### config.mk
export PLATFORM = sky130hd
export DESIGN_NAME = banked_uart_ctrl
export DESIGN_NICKNAME = d
export VERILOG_FILES = /design/src/rtl/bnk_uart_pkg.sv /design/src/rtl/bu_fifo.sv /design/src/rtl/bu_baud.sv /design/src/rtl/bu_tx.sv /design/src/rtl/bu_rx.sv /design/src/rtl/bu_regs.sv /design/src/rtl/banked_uart_ctrl.sv
export SDC_FILE = /design/constraint.sdc
export NUM_CORES = 1
export LEC_CHECK = 0
export BUFFER_PORTS_ARGS = -buffer_cell sky130_fd_sc_hd__buf_2
export CELL_PAD_IN_SITES_DETAIL_PLACEMENT = 1
export CELL_PAD_IN_SITES_GLOBAL_PLACEMENT = 2
export CORE_ASPECT_RATIO = 1.4
export CORE_MARGIN = 1.5
export CORE_UTILIZATION = 46
export DETAILED_ROUTE_END_ITERATION = 8
export GPL_ROUTABILITY_DRIVEN = 0
export PLACE_DENSITY = 0.88
export SYNTH_ARGS = -nofsm -noshare
export SYNTH_HDL_FRONTEND = slang
export SYNTH_SLANG_ARGS = --single-unit
### constraint.sdc
create_clock -name clk -period 6.61 [get_ports clk]
set_input_delay 1.322 -clock clk [delete_from_list [all_inputs] [get_ports clk]]
set_output_delay 1.322 -clock clk [all_outputs]
set_load 0.005 [all_outputs]
### src/rtl/bnk_uart_pkg.sv
package bnk_uart_pkg;
  localparam int ADDR_W = 4;
  localparam int BUS_W  = 16;
  localparam int BYTE_W = 8;

  typedef enum logic [1:0] {BANK_OPER, BANK_CFG_A, BANK_CFG_B} bank_e;

  localparam logic [BYTE_W-1:0] LCR_OPEN_B = 8'hBF;
  localparam logic [2:0]        MODE_OFF   = 3'd7;

  localparam logic [ADDR_W-1:0] A_PORT0 = 4'd0;  // data / divisor low
  localparam logic [ADDR_W-1:0] A_PORT1 = 4'd1;  // irq enable / divisor high
  localparam logic [ADDR_W-1:0] A_PORT2 = 4'd2;  // feature / fifo control
  localparam logic [ADDR_W-1:0] A_LINE  = 4'd3;
  localparam logic [ADDR_W-1:0] A_MODEM = 4'd4;
  localparam logic [ADDR_W-1:0] A_LSTAT = 4'd5;
  localparam logic [ADDR_W-1:0] A_TRIG  = 4'd6;
  localparam logic [ADDR_W-1:0] A_MODE  = 4'd8;
  localparam logic [ADDR_W-1:0] A_SRST  = 4'd9;
  localparam logic [ADDR_W-1:0] A_SSTAT = 4'd10;
endpackage

### src/rtl/bu_fifo.sv
module bu_fifo #(
  parameter int W     = 8,
  parameter int DEPTH = 16
) (
  input  logic                         clk,
  input  logic                         rst_n,
  input  logic                         clr,
  input  logic                         deep,
  input  logic                         push,
  input  logic [W-1:0]                 din,
  input  logic                         pop,
  output logic [W-1:0]                 dout,
  output logic                         empty,
  output logic                         full,
  output logic [$clog2(DEPTH+1)-1:0]   count
);
  localparam int PW = $clog2(DEPTH);
  localparam int CW = $clog2(DEPTH+1);

  logic [W-1:0]  mem [DEPTH];
  logic [PW-1:0] wp_q, wp_d, rp_q, rp_d;
  logic [CW-1:0] cnt_q, cnt_d;
  logic          do_push, do_pop;

  function automatic logic [PW-1:0] step(input logic [PW-1:0] p);
    return (p == PW'(DEPTH-1)) ? '0 : p + 1'b1;
  endfunction

  assign empty   = (cnt_q == '0);
  assign full    = deep ? (cnt_q == CW'(DEPTH)) : (cnt_q != '0);
  assign do_push = push & ~full & ~clr;
  assign do_pop  = pop & ~empty & ~clr;
  assign dout    = mem[rp_q];
  assign count   = cnt_q;

  always_comb begin
    wp_d  = do_push ? step(wp_q) : wp_q;
    rp_d  = do_pop  ? step(rp_q) : rp_q;
    cnt_d = cnt_q;
    if (clr) begin
      wp_d  = '0;
      rp_d  = '0;
      cnt_d = '0;
    end else if (do_push && !do_pop) begin
      cnt_d = cnt_q + 1'b1;
    end else if (do_pop && !do_push) begin
      cnt_d = cnt_q - 1'b1;
    end
  end

  always_ff @(posedge clk or negedge rst_n) begin
    if (!rst_n) begin
      wp_q  <= '0;
      rp_q  <= '0;
      cnt_q <= '0;
    end else begin
      wp_q  <= wp_d;
      rp_q  <= rp_d;
      cnt_q <= cnt_d;
    end
  end

  always_ff @(posedge clk) begin
    if (do_push) mem[wp_q] <= din;
  end
endmodule

### src/rtl/bu_baud.sv
module bu_baud #(
  parameter int DIV_W = 16
) (
  input  logic             clk,
  input  logic             rst_n,
  input  logic             run,
  input  logic [DIV_W-1:0] divisor,
  output logic             tick
);
  logic [DIV_W-1:0] cnt_q, cnt_d, div_eff;

  assign div_eff = (divisor == '0) ? DIV_W'(1) : divisor;
  assign tick    = run && (cnt_q >= div_eff - 1'b1);

  always_comb begin
    if (!run)      cnt_d = '0;
    else if (tick) cnt_d = '0;
    else           cnt_d = cnt_q + 1'b1;
  end

  always_ff @(posedge clk or negedge rst_n) begin
    if (!rst_n) cnt_q <= '0;
    else        cnt_q <= cnt_d;
  end
endmodule

### src/rtl/bu_tx.sv
module bu_tx #(
  parameter int DW  = 8,
  parameter int OSR = 16
) (
  input  logic          clk,
  input  logic          rst_n,
  input  logic          run,
  input  logic          tick,
  input  logic          have,
  input  logic [DW-1:0] din,
  output logic          take,
  output logic          txd
);
  localparam int FW = DW + 2;
  localparam int BW = $clog2(FW);
  localparam int TW = $clog2(OSR);

  logic          busy_q, busy_d, txd_q, txd_d;
  logic [FW-1:0] sh_q, sh_d;
  logic [BW-1:0] bit_q, bit_d;
  logic [TW-1:0] tc_q, tc_d;

  always_comb begin
    busy_d = busy_q;
    txd_d  = txd_q;
    sh_d   = sh_q;
    bit_d  = bit_q;
    tc_d   = tc_q;
    take   = 1'b0;
    if (!run) begin
      busy_d = 1'b0;
      txd_d  = 1'b1;
      bit_d  = '0;
      tc_d   = '0;
    end else if (tick) begin
      if (!busy_q) begin
        if (have) begin
          take   = 1'b1;
          sh_d   = {1'b1, din, 1'b0};
          txd_d  = 1'b0;
          busy_d = 1'b1;
          bit_d  = '0;
          tc_d   = '0;
        end
      end else if (tc_q == TW'(OSR-1)) begin
        tc_d = '0;
        if (bit_q == BW'(FW-1)) begin
          busy_d = 1'b0;
          txd_d  = 1'b1;
        end else begin
          bit_d = bit_q + 1'b1;
          sh_d  = sh_q >> 1;
          txd_d = sh_q[1];
        end
      end else begin
        tc_d = tc_q + 1'b1;
      end
    end
  end

  always_ff @(posedge clk or negedge rst_n) begin
    if (!rst_n) begin
      busy_q <= 1'b0;
      txd_q  <= 1'b1;
      sh_q   <= '0;
      bit_q  <= '0;
      tc_q   <= '0;
    end else begin
      busy_q <= busy_d;
      txd_q  <= txd_d;
      sh_q   <= sh_d;
      bit_q  <= bit_d;
      tc_q   <= tc_d;
    end
  end

  assign txd = txd_q;
endmodule

### src/rtl/bu_rx.sv
module bu_rx #(
  parameter int DW  = 8,
  parameter int OSR = 16
) (
  input  logic          clk,
  input  logic          rst_n,
  input  logic          run,
  input  logic          tick,
  input  logic          rxd,
  output logic          push,
  output logic [DW-1:0] dout
);
  localparam int FW  = DW + 2;
  localparam int BW  = $clog2(FW);
  localparam int TW  = $clog2(OSR);
  localparam int MID = OSR / 2 - 1;

  logic          s1_q, s2_q, act_q, act_d, push_q, push_d;
  logic [TW-1:0] tc_q, tc_d;
  logic [BW-1:0] bit_q, bit_d;
  logic [DW-1:0] sh_q, sh_d, dq_q, dq_d;

  always_comb begin
    act_d  = act_q;
    tc_d   = tc_q;
    bit_d  = bit_q;
    sh_d   = sh_q;
    dq_d   = dq_q;
    push_d = 1'b0;
    if (!run) begin
      act_d = 1'b0;
    end else if (tick) begin
      if (!act_q) begin
        if (!s2_q) begin
          act_d = 1'b1;
          tc_d  = '0;
          bit_d = '0;
        end
      end else begin
        tc_d = (tc_q == TW'(OSR-1)) ? '0 : tc_q + 1'b1;
        if (tc_q == TW'(OSR-1)) bit_d = bit_q + 1'b1;
        if (tc_q == TW'(MID)) begin
          if (bit_q == '0) begin
            if (s2_q) act_d = 1'b0;
          end else if (bit_q == BW'(FW-1)) begin
            act_d = 1'b0;
            if (s2_q) begin
              push_d = 1'b1;
              dq_d   = sh_q;
            end
          end else begin
            sh_d = {s2_q, sh_q[DW-1:1]};
          end
        end
      end
    end
  end

  always_ff @(posedge clk or negedge rst_n) begin
    if (!rst_n) begin
      s1_q   <= 1'b1;
      s2_q   <= 1'b1;
      act_q  <= 1'b0;
      tc_q   <= '0;
      bit_q  <= '0;
      sh_q   <= '0;
      dq_q   <= '0;
      push_q <= 1'b0;
    end else begin
      s1_q   <= rxd;
      s2_q   <= s1_q;
      act_q  <= act_d;
      tc_q   <= tc_d;
      bit_q  <= bit_d;
      sh_q   <= sh_d;
      dq_q   <= dq_d;
      push_q <= push_d;
    end
  end

  assign push = push_q;
  assign dout = dq_q;
endmodule

### src/rtl/bu_regs.sv
module bu_regs
  import bnk_uart_pkg::*;
#(
  parameter int RST_CYCLES = 4
) (
  input  logic              clk,
  input  logic              rst_n,
  input  logic              wr,
  input  logic              rd,
  input  logic [ADDR_W-1:0] addr,
  input  logic [BUS_W-1:0]  wdata,
  output logic [BUS_W-1:0]  rdata,
  input  logic [BYTE_W-1:0] rx_head,
  input  logic              rx_empty,
  input  logic              tx_empty,
  output logic              tx_push,
  output logic              rx_pop,
  output logic [15:0]       divisor,
  output logic              fifo_en,
  output logic              engine_on,
  output logic              soft_busy,
  output logic [BYTE_W-1:0] lcr,
  output logic [BYTE_W-1:0] ier,
  output logic [BYTE_W-1:0] efr,
  output logic [2:0]        mode
);
  localparam int CW = $clog2(RST_CYCLES + 1);

  logic [BYTE_W-1:0] lcr_q, lcr_d, ier_q, ier_d, efr_q, efr_d, mcr_q, mcr_d;
  logic [BYTE_W-1:0] dll_q, dll_d, dlh_q, dlh_d, tlr_q, tlr_d;
  logic              fcr_q, fcr_d;
  logic [2:0]        mdr_q, mdr_d;
  logic [CW-1:0]     cnt_q, cnt_d;
  bank_e             bank;
  logic              trig_ok, busy, acc_ok;
  logic [BYTE_W-1:0] wb, rb;
  logic              unused_hi;

  assign wb        = wdata[BYTE_W-1:0];
  assign unused_hi = ^wdata[BUS_W-1:BYTE_W];
  assign busy      = (cnt_q != '0);
  assign acc_ok    = !busy;
  assign trig_ok   = efr_q[4] & mcr_q[6];

  always_comb begin
    if (lcr_q == LCR_OPEN_B) bank = BANK_CFG_B;
    else if (lcr_q[7])       bank = BANK_CFG_A;
    else                     bank = BANK_OPER;
  end

  always_comb begin
    lcr_d = lcr_q; ier_d = ier_q; efr_d = efr_q; mcr_d = mcr_q;
    dll_d = dll_q; dlh_d = dlh_q; tlr_d = tlr_q; fcr_d = fcr_q;
    mdr_d = mdr_q; cnt_d = cnt_q;
    if (busy) begin
      lcr_d = '0; ier_d = '0; efr_d = '0; mcr_d = '0;
      dll_d = '0; dlh_d = '0; tlr_d = '0; fcr_d = 1'b0;
      mdr_d = MODE_OFF;
      cnt_d = cnt_q - 1'b1;
    end else if (wr) begin
      case (addr)
        A_LINE:  lcr_d = wb;
        A_MODE:  mdr_d = wb[2:0];
        A_SRST:  if (wb[1]) cnt_d = CW'(RST_CYCLES);
        A_TRIG:  if (trig_ok) tlr_d = wb;
        A_PORT0: if (bank == BANK_CFG_B) dll_d = wb;
        A_PORT1: begin
          if (bank == BANK_CFG_B)     dlh_d = wb;
          else if (bank == BANK_OPER) ier_d = efr_q[4] ? wb : {ier_q[7:4], wb[3:0]};
        end
        A_PORT2: begin
          if (bank == BANK_CFG_B)      efr_d = wb;
          else if (bank == BANK_CFG_A) fcr_d = wb[0];
        end
        A_MODEM: if (bank == BANK_CFG_A) mcr_d = wb;
        default: ;
      endcase
    end
  end

  always_ff @(posedge clk or negedge rst_n) begin
    if (!rst_n) begin
      lcr_q <= '0; ier_q <= '0; efr_q <= '0; mcr_q <= '0;
      dll_q <= '0; dlh_q <= '0; tlr_q <= '0; fcr_q <= 1'b0;
      mdr_q <= MODE_OFF; cnt_q <= '0;
    end else begin
      lcr_q <= lcr_d; ier_q <= ier_d; efr_q <= efr_d; mcr_q <= mcr_d;
      dll_q <= dll_d; dlh_q <= dlh_d; tlr_q <= tlr_d; fcr_q <= fcr_d;
      mdr_q <= mdr_d; cnt_q <= cnt_d;
    end
  end

  always_comb begin
    rb = '0;
    case (addr)
      A_PORT0: if (bank == BANK_OPER) rb = rx_head;
               else if (bank == BANK_CFG_B) rb = dll_q;
      A_PORT1: if (bank == BANK_OPER) rb = ier_q;
               else if (bank == BANK_CFG_B) rb = dlh_q;
      A_PORT2: if (bank == BANK_CFG_B) rb = efr_q;
      A_LINE:  rb = lcr_q;
      A_MODEM: if (bank == BANK_CFG_A) rb = mcr_q;
      A_LSTAT: rb = {2'b00, tx_empty, 4'b0000, ~rx_empty};
      A_TRIG:  if (trig_ok) rb = tlr_q;
      A_MODE:  rb = {5'b0, mdr_q};
      A_SSTAT: rb = {7'b0, ~busy};
      default: rb = '0;
    endcase
  end

  assign rdata     = {{(BUS_W-BYTE_W){1'b0}}, rb};
  assign tx_push   = wr & acc_ok & (addr == A_PORT0) & (bank == BANK_OPER);
  assign rx_pop    = rd & acc_ok & (addr == A_PORT0) & (bank == BANK_OPER) & ~rx_empty;
  assign divisor   = {dlh_q, dll_q};
  assign fifo_en   = fcr_q;
  assign engine_on = (mdr_q == 3'd0);
  assign soft_busy = busy;
  assign lcr       = lcr_q;
  assign ier       = ier_q;
  assign efr       = efr_q;
  assign mode      = mdr_q;
endmodule

### src/rtl/banked_uart_ctrl.sv
module banked_uart_ctrl
  import bnk_uart_pkg::*;
#(
  parameter int FIFO_DEPTH = 16,
  parameter int RST_CYCLES = 4,
  parameter int OSR        = 16
) (
  input  logic        clk,
  input  logic        rst_n,
  input  logic        bus_wr,
  input  logic        bus_rd,
  input  logic [3:0]  bus_addr,
  input  logic [15:0] bus_wdata,
  output logic [15:0] bus_rdata,
  input  logic        ser_rxd,
  output logic        ser_txd
);
  localparam int CNT_W = $clog2(FIFO_DEPTH + 1);

  logic              rs1_q, rs2_q, rst_i;
  logic              tx_push, rx_pop, fifo_en, engine_on, soft_busy, tick;
  logic [15:0]       divisor;
  logic [BYTE_W-1:0] lcr_q, ier_q, efr_q, rx_head, tx_head, rx_byte;
  logic [2:0]        mdr_q;
  logic              tx_empty, tx_full, rx_empty, rx_full, tx_take, rx_push;
  logic [CNT_W-1:0]  tx_count, rx_count;

  always_ff @(posedge clk or negedge rst_n) begin
    if (!rst_n) begin
      rs1_q <= 1'b0;
      rs2_q <= 1'b0;
    end else begin
      rs1_q <= 1'b1;
      rs2_q <= rs1_q;
    end
  end
  assign rst_i = rs2_q;

  bu_regs #(.RST_CYCLES(RST_CYCLES)) u_regs (
    .clk(clk), .rst_n(rst_i), .wr(bus_wr), .rd(bus_rd), .addr(bus_addr),
    .wdata(bus_wdata), .rdata(bus_rdata), .rx_head(rx_head),
    .rx_empty(rx_empty), .tx_empty(tx_empty), .tx_push(tx_push),
    .rx_pop(rx_pop), .divisor(divisor), .fifo_en(fifo_en),
    .engine_on(engine_on), .soft_busy(soft_busy), .lcr(lcr_q),
    .ier(ier_q), .efr(efr_q), .mode(mdr_q)
  );

  bu_baud #(.DIV_W(16)) u_baud (
    .clk(clk), .rst_n(rst_i), .run(engine_on), .divisor(divisor), .tick(tick)
  );

  bu_fifo #(.W(BYTE_W), .DEPTH(FIFO_DEPTH)) u_txq (
    .clk(clk), .rst_n(rst_i), .clr(soft_busy), .deep(fifo_en),
    .push(tx_push), .din(bus_wdata[BYTE_W-1:0]), .pop(tx_take),
    .dout(tx_head), .empty(tx_empty), .full(tx_full), .count(tx_count)
  );

  bu_fifo #(.W(BYTE_W), .DEPTH(FIFO_DEPTH)) u_rxq (
    .clk(clk), .rst_n(rst_i), .clr(soft_busy), .deep(fifo_en),
    .push(rx_push), .din(rx_byte), .pop(rx_pop),
    .dout(rx_head), .empty(rx_empty), .full(rx_full), .count(rx_count)
  );

  bu_tx #(.DW(BYTE_W), .OSR(OSR)) u_tx (
    .clk(clk), .rst_n(rst_i), .run(engine_on), .tick(tick),
    .have(~tx_empty), .din(tx_head), .take(tx_take), .txd(ser_txd)
  );

  bu_rx #(.DW(BYTE_W), .OSR(OSR)) u_rx (
    .clk(clk), .rst_n(rst_i), .run(engine_on), .tick(tick),
    .rxd(ser_rxd), .push(rx_push), .dout(rx_byte)
  );

  logic unused_top;
  assign unused_top = ^{tx_full, rx_full, tx_count, lcr_q, ier_q, efr_q, mdr_q};
endmodule

---- Yosys cells after proc, flatten, opt, wreduce, memory -nomap -nowiden ----
Memory sizes are Yosys's and may differ from the RTL's.
Index checks and enable logic that the tools add are counted.
word-level totals
  register bits after elaboration ......... 155
  latch bits .............................. 0
  RAM bits ................................ 256
  memory bits (read-only) ................. 0
  input bits .............................. 25
  output and inout port bits .............. 17
  word-level logic and storage cells ...... 291
  memories ................................ 2
operators by class
  add/sub/neg operators ................... 15
  multipliers ............................. 0
  div/mod/pow operators ................... 0
  magnitude comparators ................... 1
  equal/unequal tests ..................... 33
  shift operators ......................... 0
  mux-type cells .......................... 124
  bitwise gates (word level) .............. 23
  reduce and logical (&&, ||, !) cells .... 60
memory list
  memory     words  width  rd ports  clocked after memory_dff  write ports  RTL line       RTL
  u_rxq.mem  16     8      1         0                         1            bu_fifo.sv:20  logic [W-1:0] mem [DEPTH];
  u_txq.mem  16     8      1         0                         1            bu_fifo.sv:20
operators by type and width
  cell                     count
  $mux W8                  34
  $mux W4                  27
  $pmux W8 S9              1
  $mux W16                 3
  $eq A4 B4 Y1 const B     11
  $mux W1                  41
  $mux W10                 4
  $reduce_bool A2 Y1       19
  $add A4 B1 Y4 const B    8
  $mux W5                  6
  $reduce_and A3 Y1        8
  $mux W3                  7
  $add A16 B1 Y16 const B  1
  $and A1 B1 Y1            16
  $eq A4 B3 Y1 const B     4
  $ge A16 B16 Y1           1
  $logic_not A16 Y1        1
  $reduce_and A4 Y1        4
  $sub A16 B1 Y16 const B  1
  $add A5 B1 Y5 const B    2
  $eq A5 B5 Y1 const B     2
  $logic_not A5 Y1         2
  $ne A2 B2 Y1 const B     5
  $reduce_and A5 Y1        2
  other kinds (22)         46

---- Logic depth before layout (Yosys ltp) ----
  depth in word-level cells ............... 13
  mapped depth ............................ 23
  depth with buffers taken out ............ 21

---- Hierarchy ----
Synthesis repeated with hierarchy kept, for this count alone.
second synthesis, totals
  cells, all modules ...................... 1457
  area total of the unflattened synthesis .. 19177.1 µm²
by module, submodules not included
  module            instances  cells an instance  area each (µm²)  sequential area each (µm²)
  bu_fifo (u_txq)   1          368                5999.5           4169.0
  bu_fifo (u_rxq)   1          365                5929.4           4169.0
  bu_regs           1          362                3448.3           1580.3
  bu_baud           1          158                1355.0           400.4
  bu_rx             1          104                1320.0           703.2
  bu_tx             1          96                 1067.3           476.7
  banked_uart_ctrl  1          4                  57.6             50.0

---- Least setup slack after synthesis ----
OpenSTA, ideal clock, no wires.
  path type ............................... reg-to-reg
  start point ............................. register u_regs.dll_q[6]
  end point ............................... register u_txq.cnt_q[4] (netlist: u_txq.count[4])
  setup time .............................. 0.139 ns
  arrival ................................. 5.616 ns
  data required time ...................... 6.471 ns
  setup slack ............................. 0.856 ns
  stages on the path, launching flop included .. 23
  buffers on the path ..................... 1
  period minus slack after synthesis ...... 5.754 ns
  cell sequence ........................... dfrtp_1 > or4_1 > nor4b_1 > nor3b_1 > a31oi_1 > ha_1 > nand3_1 > nor4_1 > xnor2_1 > ha_1 > nand4_1 > or4_1 > o32a_1 > buf_6 > a21oi_2 > nand2_1 > nand2_1 > ha_1 > a21o_1 > a21o_1 > nor2_1 > a21oi_1 > or4_1
between the ends
  cells in the longest elaborated chain, start to end .. 13
  elaborated cells on any way between the ends .. 15
  those cells by class .................... add/sub: 1; order compare: 1; mux: 5; bitwise: 2; reduce/logical: 6
ends and longest elaborated chain
  item                          RTL line       RTL
  start: declaration            bu_regs.sv:30  logic [BYTE_W-1:0] dll_q, dll_d, dlh_q, dlh_d, tlr_q, tlr_d;
  start signal: assignment      bu_regs.sv:88  dll_q <= dll_d; dlh_q <= dlh_d; tlr_q <= tlr_d; fcr_q <= fcr_d;
  $logic_not A16 Y1             bu_baud.sv:12  assign div_eff = (divisor == '0) ? DIV_W'(1) : divisor;
  $mux W16 *                    bu_baud.sv:12
  $sub A16 B1 Y16 *             bu_baud.sv:13  assign tick = run && (cnt_q >= div_eff - 1'b1);
  $ge A16 B16 Y1 *              bu_baud.sv:13
  $logic_and A1 B1 Y1 *         bu_baud.sv:13
  $mux W1 *                     bu_tx.sv:35    end else if (tick) begin
  $mux W1 *                     bu_tx.sv:30    if (!run) begin
  $and A1 B1 Y1 * (2 in a row)  bu_fifo.sv:32  assign do_pop = pop & ~empty & ~clr;
  $logic_not A1 Y1              bu_fifo.sv:44  end else if (do_push && !do_pop) begin
  $logic_and A1 B1 Y1           bu_fifo.sv:44
  $mux W5                       bu_fifo.sv:44
  $mux W5                       bu_fifo.sv:40  if (clr) begin
  end signal: assignment        bu_fifo.sv:59  cnt_q <= cnt_d;
  end: declaration              bu_fifo.sv:22  logic [CW-1:0] cnt_q, cnt_d;
Mark *: on every way between the ends. The rest lies on a longest branch, timed or not.
A chain may end at the register's enable or synchronous reset.

---- Worst setup path in the final report ----
Ends and elaborated chain as after synthesis.

==> results.json <==
{
  "final_area_sq_mm": 0.0206,
  "drt-pass1-iter-count": 5,
  "wl_microns": 45300,
  "viasPerCell": 5.84,
  "drtAntennaViolNets": 0,
  "rsz0062_at_grt": "no",
  "row_count": 86,
  "hold_viol_final": 0,
  "io_pins": 42,
  "clk_latency_ns": 0.56,
  "cts_hold_buf": 0,
  "cp-end-kind": "flip-flop",
  "crit_fanout": 8,
  "async_flop_share": 0.376,
  "track_usage": 0.228,
  "synthesis.area_sq_mm": 0.0185,
  "io_buffers": 25,
  "clock_sinks": 410,
  "critPathRequiredTime_ns": 7.02,
  "comb_power_share": 0.161,
  "p_clk_frac": 0.380,
  "first_iter_violations": 680,
  "yosys_warnings": 0,
  "synth.distinct_cells": 72,
  "post_drt_wl_per_cell_microns": 24.3,
  "clockBufferDepth": 3,
  "crit_family": "simple AND/OR/NAND/NOR gates",
  "dominantRegCellSynth": "edfxtp_1",
  "post_cts_resized": 0,
  "area_growth_pct": 11.1,
  "irDropWorstVdd_uv": 243,
  "start_kind": "flip-flop",
  "crit_arrival_ns": 6.48,
  "crit_path_top_delay_cell": "or4_1",
  "maxCapViolCount": 0,
  "preCtsSetupSlack_ns": 0.345,
  "final_cell_mix": "edfxtp_1, dfrtp_1, nand2_1",
  "cts_tree": "yes",
  "setup_viol": 0,
  "final_util": 0.521,
  "seq_area_frac_synth": 0.624,
  "start_util": 0.469,
  "hp-class": "reg -> reg",
  "slew_violations": 0,
  "cts_root_buf": "clkbuf_16",
  "grt_pass1_vias": 11970,
  "worst_path_largest_cell_delay_ns": 0.65,
  "cts.clk_slew.worst_paths_ns": 0.06,
  "overflow": 0,
  "placed_area_sq_mm": 0.0192,
  "grt_max_degree": 70,
  "final.setup.worst_slack_ns": 0.538,
  "switching_power_uw": 1720,
  "synth_cells": 1276,
  "min_period_ns": 6.07,
  "cp_cell_sequence": "or4_1, nor4b_2, nor3b_2, a31oi_1, ha_1, nand3_1, nor4_1, xnor2_1, ha_1, nand4_1, or4_1, o32a_1, a21oi_2, nand2_1, nand2_1, ha_1, a21o_1, a21o_1, nor2_1, a21oi_1, or4_1",
  "path_buf_inv": 0,
  "slew-limit-headroom": 0.368,
  "h-tree-depth": 2,
  "die_area_sq_mm": 0.0415,
  "pwr_density_cell_mw_per_mm2": 307,
  "grt_pass1_wl_microns": 71500,
  "drc": 0,
  "diodes": 0,
  "drive_above_1_share": 0.199,
  "p_leak_uw": 0.00783,
  "status": "completed",
  "p_seq_frac": 0.459,
  "synth_edf_count": 256,
  "nNetsFinal": 1371,
  "antenna_found_initial": 0,
  "intPower_uw": 4600,
  "layout_commonest_cell": "edfxtp_1",
  "die_h_microns": 240,
  "design.core.area_sq_mm": 0.0395,
  "path_class": "reg -> reg",
  "synth-seq-cells": 410,
  "dp_hpwl_microns": 30800,
  "post_cts.repair.setup_buffers": 0,
  "cts_buffers": 41,
  "finalSetupTns_ns": 0,
  "final.period_utilization": 0.919,
  "vias": 10877,
  "netSwitchingFraction": 0.272,
  "worst_pin_slew_ns": 0.942,
  "max_freq_mhz": 165,
  "skew_ns": 0.0187,
  "die_w_microns": 173,
  "syn_avg_cell_area_sq_um": 14.5
}
worst paths after layout:
check                      slack [ns]  cells after the start             end             from
min                              0.36                      0           rs2_q            rs1_q
min reg2reg                      0.36                      0           rs2_q            rs1_q
max in group asynchronous        4.74                      1   u_rxq.rp_q[0]            rs2_q
max reg2reg                      0.54                     21  u_txq.count[4]  u_regs.dll_q[6]
min in group asynchronous        0.46                      0   u_rx.bit_q[1]            rs2_q
max                              0.54                     21  u_txq.count[4]  u_regs.dll_q[6]
layer usage:
metal | global-route usage | up-vias | wire [microns]
met4 | 0.0978 | 0 | 1790
met2 | 0.438 | 220 | 25400
met3 | 0.0247 | 90 | 1360
met5 | 0 | - | 0
li1 | - | 4877 | -
met1 | 0.254 | 5690 | 16800
cells by family after synthesis:
family | Yosys count | share of synthesized area
XOR/XNOR | 34 | 0.0161
AO/OA/AOI/OAI | 179 | 0.0670
AND/OR/NAND/NOR | 357 | 0.0970
other | 2 | 0.000406
multiplexers | 159 | 0.144
buffers and inverters | 90 | 0.0207
flip-flops | 410 | 0.624
adder cells (fa/ha/maj) | 45 | 0.0312
layout make-up:
type,instances,area [sq um]
Clock buffer,51,1090
Clock inverter,25,302
Fill cell,3816,18900
Inverter,24,90.1
Multi-Input combinational cell,783,6630
Sequential cell,410,11600
Tap cell,528,661
Timing Repair Buffer,41,245
power groups by stage:
stage | Clock (uW) | Combinational [uW] | Sequential, uW
after floorplan | 0 | 754 | 2910
after global placement | 0 | 969 | 2940
after detailed placement | 0 | 1010 | 2950
after CTS | 2450 | 1020 | 2900
after global routing | 2530 | 1140 | 2910
final | 2410 | 1020 | 2900
metrics by stage:
stage          hold slack, ns  power (uW)  instances
2_1_floorplan           0.331        3660       1283
3_3_place_gp            0.338        3910       1786
3_5_place_dp            0.337        3960       1786
4_1_cts                 0.361        6360       1862
5_1_grt                 0.367        6580       1862
6_report                0.357        6320       1862
synth_stat cells (9+ instances only):
cell      number  area, sq um
nand3_1       49          245
mux2i_1       22          220
o21ai_0       25          125
nand4_1        9         56.3
xnor2_1       21          184
xor2_1        13          114
ha_1          43          538
a21boi_0      34          255
and2_1        33          206
inv_1         23         86.3
clkbuf_1      46          173
edfxtp_1     256         7690
nor2b_1       18          113
a21oi_1       38          190
nor3_1        10         50.1
mux2_2        57          642
nand2_1      110          413
dfrtp_1      148         3700
nor2_1        63          236
a22o_1        15          131
mux4_2        80         1800
and3_1        18          113
registers in the layout, summed over array words and instances, names as in the netlist, 5 cells and up:
name / count
u_rxq.mem: 128
u_txq.mem: 128
u_baud.cnt_q: 16
u_tx.sh_q: 9
u_regs.dlh_q: 8
u_regs.dll_q: 8
u_regs.efr: 8
u_regs.ier: 8
u_regs.lcr: 8
u_regs.mcr_q: 8
u_regs.tlr_q: 8
u_rx.dout: 8
u_rx.sh_q: 8
u_rxq.count: 5
u_txq.count: 5
Power figures use the tool's default switching activity.
